--- src/rtl/mp_pkg.sv ---
package mp_pkg;
  function automatic int unsigned cnt_w(input int unsigned max_val);
    return (max_val < 2) ? 1 : $clog2(max_val + 1);
  endfunction
endpackage

--- src/rtl/mp_celem.sv ---
module mp_celem (
  input  logic clk_i,
  input  logic rst_ni,
  input  logic a_i,
  input  logic b_i,
  output logic c_o,
  output logic c_nxt_o,
  output logic fire_o
);
  logic c_q, c_d;

  always_comb c_d = (a_i == b_i) ? a_i : c_q;

  always_ff @(posedge clk_i or negedge rst_ni)
    if (!rst_ni) c_q <= 1'b0;
    else         c_q <= c_d;

  assign c_o     = c_q;
  assign c_nxt_o = c_d;
  assign fire_o  = c_d ^ c_q;

  // output moves only to a value both inputs agreed on
  a_r2_celem_agree: assert property (@(posedge clk_i) disable iff (!rst_ni)
    (c_q != $past(c_q)) |-> (c_q == $past(a_i) && c_q == $past(b_i)));
endmodule

--- src/rtl/mp_capture.sv ---
module mp_capture #(
  parameter int unsigned DATA_W = 8
) (
  input  logic              clk_i,
  input  logic              rst_ni,
  input  logic              ctrl_nxt_i,
  input  logic              ctrl_i,
  input  logic [DATA_W-1:0] d_i,
  output logic [DATA_W-1:0] q_o
);
  logic [DATA_W-1:0] q_q;
  logic              edge_w;

  // either polarity of control transition loads
  assign edge_w = ctrl_nxt_i ^ ctrl_i;

  always_ff @(posedge clk_i or negedge rst_ni)
    if (!rst_ni)     q_q <= '0;
    else if (edge_w) q_q <= d_i;

  assign q_o = q_q;

  a_r4_both_edges: assert property (@(posedge clk_i) disable iff (!rst_ni)
    (ctrl_i != $past(ctrl_i)) |-> (q_o == $past(d_i)));
endmodule

--- src/rtl/mp_req_delay.sv ---
module mp_req_delay #(
  parameter int unsigned DELAY = 2
) (
  input  logic clk_i,
  input  logic rst_ni,
  input  logic fire_i,
  input  logic ctrl_i,
  input  logic ack_i,
  output logic req_o,
  output logic busy_o
);
  logic req_q;

  generate
    if (DELAY <= 1) begin : g_direct
      always_ff @(posedge clk_i or negedge rst_ni)
        if (!rst_ni) req_q <= 1'b0;
        else         req_q <= ctrl_i;

      assign busy_o = req_q ^ ctrl_i;

      a_r7_req_acked: assert property (@(posedge clk_i) disable iff (!rst_ni)
        busy_o |-> (req_q == ack_i));
    end else begin : g_count
      localparam int unsigned CW = mp_pkg::cnt_w(DELAY);
      logic [CW-1:0] cnt_q;

      always_ff @(posedge clk_i or negedge rst_ni)
        if (!rst_ni) begin
          cnt_q <= '0;
          req_q <= 1'b0;
        end else if (fire_i) begin
          cnt_q <= CW'(DELAY);
        end else if (cnt_q != '0) begin
          cnt_q <= cnt_q - 1'b1;
          if (cnt_q == CW'(1)) req_q <= ~req_q;
        end

      assign busy_o = (cnt_q != '0);

      a_r7_req_acked: assert property (@(posedge clk_i) disable iff (!rst_ni)
        (cnt_q == CW'(1)) |-> (req_q == ack_i));
      a_r5_req_toggle: assert property (@(posedge clk_i) disable iff (!rst_ni)
        (cnt_q == CW'(1)) |=> (req_q != $past(req_q)));
      a_r5_cnt_range: assert property (@(posedge clk_i) disable iff (!rst_ni)
        cnt_q <= CW'(DELAY));
    end
  endgenerate

  assign req_o = req_q;
endmodule

--- src/rtl/mp_stage.sv ---
module mp_stage #(
  parameter int unsigned DATA_W = 8,
  parameter int unsigned DELAY  = 2
) (
  input  logic              clk_i,
  input  logic              rst_ni,
  input  logic              req_in_i,
  output logic              ack_out_o,
  input  logic [DATA_W-1:0] data_in_i,
  output logic              req_out_o,
  input  logic              ack_in_i,
  output logic [DATA_W-1:0] data_out_o
);
  logic ctrl, ctrl_nxt, fire, busy;

  mp_celem u_celem (
    .clk_i   (clk_i),
    .rst_ni  (rst_ni),
    .a_i     (req_in_i),
    .b_i     (~ack_in_i),
    .c_o     (ctrl),
    .c_nxt_o (ctrl_nxt),
    .fire_o  (fire)
  );

  mp_capture #(.DATA_W(DATA_W)) u_capture (
    .clk_i      (clk_i),
    .rst_ni     (rst_ni),
    .ctrl_nxt_i (ctrl_nxt),
    .ctrl_i     (ctrl),
    .d_i        (data_in_i),
    .q_o        (data_out_o)
  );

  mp_req_delay #(.DELAY(DELAY)) u_delay (
    .clk_i  (clk_i),
    .rst_ni (rst_ni),
    .fire_i (fire),
    .ctrl_i (ctrl),
    .ack_i  (ack_in_i),
    .req_o  (req_out_o),
    .busy_o (busy)
  );

  assign ack_out_o = ctrl;

  // no new item while the previous outgoing request is still in flight
  a_r2_fire_idle: assert property (@(posedge clk_i) disable iff (!rst_ni)
    fire |-> !busy);
  a_r6_data_hold: assert property (@(posedge clk_i) disable iff (!rst_ni)
    (req_out_o != ack_in_i) |=> $stable(data_out_o));
endmodule

--- src/rtl/mp_chain.sv ---
module mp_chain #(
  parameter int unsigned DATA_W = 8,
  parameter int unsigned STAGES = 3,
  parameter int unsigned DELAY  = 2
) (
  input  logic              clk_i,
  input  logic              rst_ni,
  input  logic              req_i,
  output logic              ack_o,
  input  logic [DATA_W-1:0] data_i,
  output logic              req_o,
  input  logic              ack_i,
  output logic [DATA_W-1:0] data_o
);
  logic [STAGES:0]             req_l;
  logic [STAGES:0]             ack_l;
  logic [STAGES:0][DATA_W-1:0] data_l;

  assign req_l[0]      = req_i;
  assign data_l[0]     = data_i;
  assign ack_l[STAGES] = ack_i;

  for (genvar i = 0; i < STAGES; i++) begin : g_stage
    mp_stage #(.DATA_W(DATA_W), .DELAY(DELAY)) u_stage (
      .clk_i      (clk_i),
      .rst_ni     (rst_ni),
      .req_in_i   (req_l[i]),
      .ack_out_o  (ack_l[i]),
      .data_in_i  (data_l[i]),
      .req_out_o  (req_l[i+1]),
      .ack_in_i   (ack_l[i+1]),
      .data_out_o (data_l[i+1])
    );
  end

  assign ack_o  = ack_l[0];
  assign req_o  = req_l[STAGES];
  assign data_o = data_l[STAGES];

  a_r1_reset_idle: assert property (@(posedge clk_i)
    !rst_ni |-> (!ack_o && !req_o && data_o == '0));
  a_r2_left_ack: assert property (@(posedge clk_i) disable iff (!rst_ni)
    (ack_o != $past(ack_o)) |-> ($past(req_i) != $past(ack_o)));
endmodule

--- config.mk ---
export PLATFORM = sky130hd
export DESIGN_NAME = mp_chain
export DESIGN_NICKNAME = d
export VERILOG_FILES = /design/src/rtl/mp_pkg.sv /design/src/rtl/mp_celem.sv /design/src/rtl/mp_capture.sv /design/src/rtl/mp_req_delay.sv /design/src/rtl/mp_stage.sv /design/src/rtl/mp_chain.sv
export SDC_FILE = /design/constraint.sdc
export NUM_CORES = 1
export LEC_CHECK = 0
export ABC_AREA = 1
export BUFFER_PORTS_ARGS = -buffer_cell sky130_fd_sc_hd__buf_2
export CAP_MARGIN = 5
export CORE_MARGIN = 2
export CORE_UTILIZATION = 55
export CTS_BUF_LIST = sky130_fd_sc_hd__clkbuf_4 sky130_fd_sc_hd__clkbuf_8
export DETAILED_ROUTE_END_ITERATION = 6
export PLACE_DENSITY = 0.77
export SETUP_SLACK_MARGIN = 0.3
export SLEW_MARGIN = 20
export SYNTH_ARGS = -nofsm -noshare
export SYNTH_HDL_FRONTEND = slang
export SYNTH_HIERARCHICAL = 1
export SYNTH_SLANG_ARGS = --single-unit
--- constraint.sdc ---
create_clock -name clk_i -period 3.7 [get_ports clk_i]
set_clock_uncertainty 0.1 [all_clocks]
set_input_delay 0.37 -clock clk_i [delete_from_list [all_inputs] [get_ports clk_i]]
set_output_delay 0.37 -clock clk_i [all_outputs]
set_load 0.02 [all_outputs]
==> results.txt, run 1 <==
The flow ran to the end, but the final reports show violations. The final reports fail on hold timing. After the last flow step, the layout net total stands at 247.

The repair_antennas step left the layout with diodes totalling 0. Summed over all layers, the routed wires come to 2900 um. For this configuration, the core starts out at a cell density of 58.91%. The area of the die was 0.003486 sq mm; the quantity of hold-fixing buffers added after cts was 0. Setup repair after global routing left no endpoint under its margin.

The routed wirelength normalized by instance count was 11.11 um. The logs give 0 for the total of cells resized after clock tree synthesis and 2127 ps for the post-place setup slack. TritonCTS created 5 clock buffers.

The met3 routing resource usage after global routing was 6.332%. The critical path is of the reg2reg type. The synthesized area per cell is 8.292 sq um, and the number of buffers on the longest clock path is 2. The routed layout has 1377 vias.

The via count of the first global-routing pass came out at 1262. After layout, the worst path uses 42.82% of the clock period. The tools report the setup violation total in the final timing report as 0.

Global placement routability congestion: 0.7659. For met2 alone, demand over resource in global routing was 32.70%. The logs give 0 ps for the setup TNS and 6 for the number of warnings issued by yosys. The die span in x works out to 59.05 um. The clock slew seen by the registers of the worst setup and hold paths is 120 ps. For the max-slew violation count, the log shows 0. From synthesis to final layout, the design area changed by 13.44%. Max-cap violations in this run came to 0. The cell that appears most often on the critical path is sky130_fd_sc_hd__nand2_1. The logs give 0 for the number of DRC violations after detailed routing and 22 for the top-level I/O count. The HPWL after detailed placement is 2152 um. Once detail routing completed, the nets flagged for antenna violations numbered 0. In the routed layout, each cell is associated on average with a via count of 5.276. In this run the static leakage power is 1.058 nW.

The H-tree was split into 2 levels. The count of buffers added on input and output ports is 21. Once layout is complete, the cells apart from fillers number 261.

At the worst endpoint, the required time is 3880 ps. TritonCTS built the clock tree. STA classifies the critical path endpoint as a flip-flop. For this run, the detailed router's first-pass iteration total came to 4.

The worst setup path is launched from a flip-flop. The tools report the sum of internal, switching and leakage power as 1.938 mW. The first global-routing pass estimated 5023 um of wire. At the pin with the least slew margin, the transition time is 770.7 ps. The total global routing overflow came out at 0. The initial antenna violation count is 0, and the core outline area is 0.002829 sq mm. The run gives 19 as the row count. The tree is rooted in a sky130_fd_sc_hd__clkbuf_4.

Total routing resource utilization after global routing: 18.99%. The register-to-register setup slack was 2120 ps; the combined area of all synthesized cells was 0.001667 sq mm. For the maximum ir drop on the vdd rail, the log shows 0.5149 mV.

The final core utilization is 66.83%, and the fill cell total of the finished layout is 257. In this run the worst path has a maximum fanout of 8. In this run the post-CTS setup repair buffer count came out at 0.

The run gives 201 as the count of mapped cells out of synthesis. Most congested layer reported by global routing: met2. For the multi-input logic area, the log shows 675.6 sq um. The minimum period implied by the final worst setup slack is 1584 ps.

In the global route stage, met1 resource usage came out at 22.21%. The logs give -7.991 ps for the hold slack and 1770 ps for the arrival time reported for the critical path endpoint. The vertical extent of the die works out to 59.05 um. The tools report the final count of hold timing violations as 12.

Based on the critical path, the design can be clocked at up to 631.2 MHz. After the first detailed-routing iteration, the DRC count stood at 62. After detailed placement, the design holds a cell count of 253. The worst-case headroom to the max-slew limit came out at 48.62%.

The worst hold path belongs to the class in2async. The total power divided by cell area was 1025 mW/mm^2; the share of post-route cells with drive strength above 1 was 15.22%. The post-route worst setup slack is 2116 ps, and the number of clock sinks is 36. Traced cell by cell, the critical path runs through inv_1 > nand2_1 > a21oi_1 > inv_1 > nand2_1 > nand3_1 > nand2_1. On the worst path, the slowest cell contributes a delay of 440 ps. For the insertion delay to the later sink of the worst-skew pair, the log shows 340 ps. Summing all flip-flop and latch instances after layout gives 900.9 sq um. Synthesis produced a netlist with a net count of 219. Among all stages on the critical path, the largest delay is contributed by sky130_fd_sc_hd__dfrtp_1. The pin count of the biggest net entering global routing came out at 37.
==> sequential cells by signal, indices dropped and copies added (netlist names) <==
register,cells
g_stage.u_stage/u_celem/c_o,3
g_stage.u_stage/u_delay/g_count.cnt_q,6
g_stage.u_stage/u_capture/q_o,24
g_stage.u_stage/u_delay/req_o,3
==> critical path: cells and delay by family (launching register included) <==
kind	cells	cell delay, ps
AND/OR/NAND/NOR	4	500
flip-flops	1	440
AO/OA/AOI/OAI	1	270
buffers and inverters	2	220
==> worst paths after layout <==
path / cells past startpoint / end / from
min in group clk_i: 3 / g_stage[0].u_stage/u_capture/q_o[4] / data_i[4]
min reg2reg: 2 / g_stage[2].u_stage/u_delay/req_o / g_stage[2].u_stage/u_delay/req_o
max in group asynchronous: 1 / g_stage[0].u_stage/u_capture/q_o[3] / rst_ni
max: 7 / g_stage[0].u_stage/u_capture/q_o[5] / g_stage[1].u_stage/u_celem/c_o
min: 1 / g_stage[2].u_stage/u_capture/q_o[3] / rst_ni
max reg2reg: 7 / g_stage[0].u_stage/u_capture/q_o[5] / g_stage[1].u_stage/u_celem/c_o
==> layer usage <==
| metal | up-vias | part of all wire (%) | wire length [um] |
|---|---|---|---|
| li1 | 710 | - | - |
| met1 | 637 | 47 | 1355 |
| met2 | 28 | 49 | 1409 |
| met3 | 2 | 4.1 | 119 |
| met4 | 0 | 0.55 | 16 |
| met5 | - | 0 | 0 |
==> metrics by stage <==
stage | instance area, sq um | hold slack [ps]
2_1_floorplan | 1667 | -25.59
3_3_place_gp | 1810 | 372.6
3_5_place_dp | 1810 | 382.5
4_1_cts | 1891 | 5.833
5_1_grt | 1891 | 47.15
6_report | 1891 | -7.991
==> power by group <==
group,internal (mW),switching [mW],leakage [nW]
clock,0.141,0.132,0.0412
sequential,0.606,0.127,0.434
combinational,0.326,0.606,0.583
==> cells in the final DEF (no fill, tap or decap) <==
master	count
sky130_fd_sc_hd__clkbuf_4	5
sky130_fd_sc_hd__nor2_2	3
sky130_fd_sc_hd__inv_1	24
sky130_fd_sc_hd__dfrtp_1	36
sky130_fd_sc_hd__bufinv_16	1
sky130_fd_sc_hd__o21ai_1	6
sky130_fd_sc_hd__a21oi_1	3
sky130_fd_sc_hd__buf_2	21
sky130_fd_sc_hd__clkinvlp_4	1
sky130_fd_sc_hd__nand2_2	3
sky130_fd_sc_hd__nand3_1	54
sky130_fd_sc_hd__nor2_1	3
sky130_fd_sc_hd__ha_1	6
sky130_fd_sc_hd__clkinv_2	1
sky130_fd_sc_hd__nand2_1	63
==> cell type report <==
class                   instances  area share [%]
multi-input cells             141           35.74
inverters                      24           4.765
flip-flops and latches         36           47.65
clock buffers                   5           1.985
well taps                      31           2.052
repair buffers                 21           5.559
clock inverters                 3           2.250
Note: power is estimated with default switching activity, not from simulation.
==> run 2: changes to the inputs <==
CORE_UTILIZATION = 53   (was 55)
clock period = 1.3 ns   (was 3.7 ns; I/O delays follow)
==> results.txt, run 2 (synthesized netlist as in run 1, its figures left out) <==
The area of the die was 0.003609 sq mm; the row count was 20. The max-slew violation count is 0. STA classifies the critical path endpoint as a flip-flop.

The first-pass GRT wire length is 7307 um, and the routed wirelength normalized by instance count is 17.85 um. The via count of the first global-routing pass is 1733. The slowest stage cell on the critical path was sky130_fd_sc_hd__dfrtp_1. The tools report the insertion delay to the later sink of the worst-skew pair as 360 ps. The run finished, with violations left.

Setup repair after global routing could not meet its margin everywhere. Entering global routing, the biggest net connects 23 pins. Setup violations remaining at the end of the flow were counted as 27.

The total global routing overflow was 0. For the number of inserted diodes, the log shows 0. The capture point of the worst reg-to-reg path was g_stage[0].u_stage/u_capture/q_o[6]. Traced cell by cell, the critical path runs through inv_2 > nand2_2 > a21oi_4 > inv_2 > nand2_4 > nand3_2 > nand2_1. After detailed routing, the number of vias per cell comes to 5.536. The cell depth of the worst flop-to-flop path was 7; the maximum fanout count along the critical path was 8. For the peak clock frequency supported by timing, the log shows 659.0 MHz. The arrival time reported for the critical path endpoint came out at 1710 ps. Clock tree synthesis found a total of 36 sinks. The post-route worst setup slack was -217.4 ps; the routed wire length was 5659 um. The area growth from synthesis to layout is 68.39%. Of the cells placed in the final design, the portion with a size suffix greater than 1 is 57.51%.

The core outline area was 0.003028 sq mm; the final count of hold timing violations was 0. The HPWL after detailed placement came out at 2492 um. The cell at the root of the clock tree is sky130_fd_sc_hd__clkbuf_4. The vertical extent of the die came out at 60.08 um.

Across every metal layer, demand over resource in global routing totals 28.17%. The final reports fail on setup timing. The critical path is of the reg2reg type. Across all register-to-register paths, the minimum setup slack is -220 ps. The tools report the initial antenna violation count as 0. Leaving out fill and tap cells, the most frequent cells in the layout are sky130_fd_sc_hd__nand2_1, sky130_fd_sc_hd__nand3_2, sky130_fd_sc_hd__dfrtp_1. The most common cell after layout, fill and taps aside was sky130_fd_sc_hd__nand2_1. After layout, the worst path uses 116.7% of the clock period. The number of DRC violations after detailed routing is 0. The smallest clock period supported by the final layout is computed as 1517 ps. The pre-antenna-repair detailed-routing pass consisted of 4 iterations. The global placement routability congestion was 0.7487.

The cell that appears most often on the critical path is sky130_fd_sc_hd__inv_2. Sort of element at the start of the critical path: a flip-flop. The number of flip-flops under the largest register name is 24, and the worst-case headroom to the max-slew limit is 66.09%. The reg-to-reg startpoint is g_stage[1].u_stage/u_celem/c_o.

For this configuration, the core starts out at a cell density of 55.04%. The run gives 1755 as the via count. After clock tree synthesis, the clock-pin slew on the worst setup and hold paths is 120 ps. In this run the deepest clock path goes through 2 buffers. The H-tree was split into 2 levels. In this design, the stage delay of the slowest critical-path cell is 430 ps.

The top-level I/O count came out at 22. The tools report the critical path launch point as g_stage[1].u_stage/u_celem/c_o. The number of max-cap violations was 0.

The logs give 290 for the final layout net count and 86 for the iteration-0 DRC count of the detailed router. The worst hold path belongs to the class in2async. At the pin with the least slew margin, the transition time is 508.7 ps. The detail route stage leaves a number of antenna-violating nets equal to 0.

Quantity of I/O buffers inserted on ports: 21. TritonCTS built the clock tree. Timing analysis after detailed placement gives a worst setup slack of -48.63 ps. The tools report the worst setup path endpoint as g_stage[0].u_stage/u_capture/q_o[6]. The die span in x is 60.08 um. At the worst endpoint, the required time is 1490 ps.

Counting the buffers created by CTS gives 5.
## run 2: what timing repair did
| item | in CTS | in global routing |
|---|---|---|
| buffers inserted | 21 | 7 |
| resized for setup | 71 | 35 |
| setup endpoints to repair | 44 | 46 |
| pin swaps | 24 | 30 |
| hold buffers | 9 | 0 |
| gates cloned | 0 | 0 |
| endpoints found under the hold margin | 36 | 0 |
## run 2: worst min-delay path by stage
stage                                                              to   start  cells after the start
after detailed placement             g_stage[2].u_stage/u_delay/req_o  rst_ni                      1
after floorplan                   g_stage[0].u_stage/u_capture/q_o[0]  rst_ni                      0
after global placement    g_stage[2].u_stage/u_delay/g_count.cnt_q[0]  rst_ni                      1
final                                g_stage[2].u_stage/u_delay/req_o  rst_ni                      2
after CTS                              g_stage[0].u_stage/u_celem/c_o   req_i                      4
after global routing                 g_stage[0].u_stage/u_delay/req_o   req_i                      6
## run 2: final cells by class
cell class / count / area, sq um
Fill cell: 103 / 221.5
Multi-Input combinational cell: 141 / 1121
Tap cell: 44 / 55.05
Clock buffer: 5 / 37.54
Timing Repair Buffer: 64 / 543.0
Inverter: 24 / 101.3
Clock inverter: 3 / 42.54
Sequential cell: 36 / 905.9
## run 2: layer usage
metal  routed length (um)  part of all wire (%)  track usage, %  vias up
met3                  229                   4.0           8.009       29
met5                    0                     0               0        -
met1                 1918                    34           26.20      844
li1                     -                     -               -      800
met2                 3239                    57           55.12       82
met4                  272                   4.8           12.70        0
## run 2: worst max-delay path, delay by kind of cell, from the launching register on
kind | cells | cell delay (ps)
and+or+nand+nor | 4 | 430
AOI/OAI and AO/OA | 1 | 260
buffers and inverters | 2 | 230
DFF | 1 | 430
## run 2: stage by stage
stage	hold slack (ps)	setup TNS (ps)	cell area, sq um	util (%)	std cells
final	163.5	-3506	2806	92.69	317
after detailed placement	13.14	-549.0	1996	65.91	272
after CTS	115.0	-188.2	2614	86.32	310
after global placement	13.94	0	1996	65.91	272
after floorplan	-265.6	0	1790	-	201
after global routing	181.9	-4827	2806	92.69	317
Power of run 2 is not shown: default switching activity piles up to over one toggle a cycle in this logic, so the estimate is an artifact.
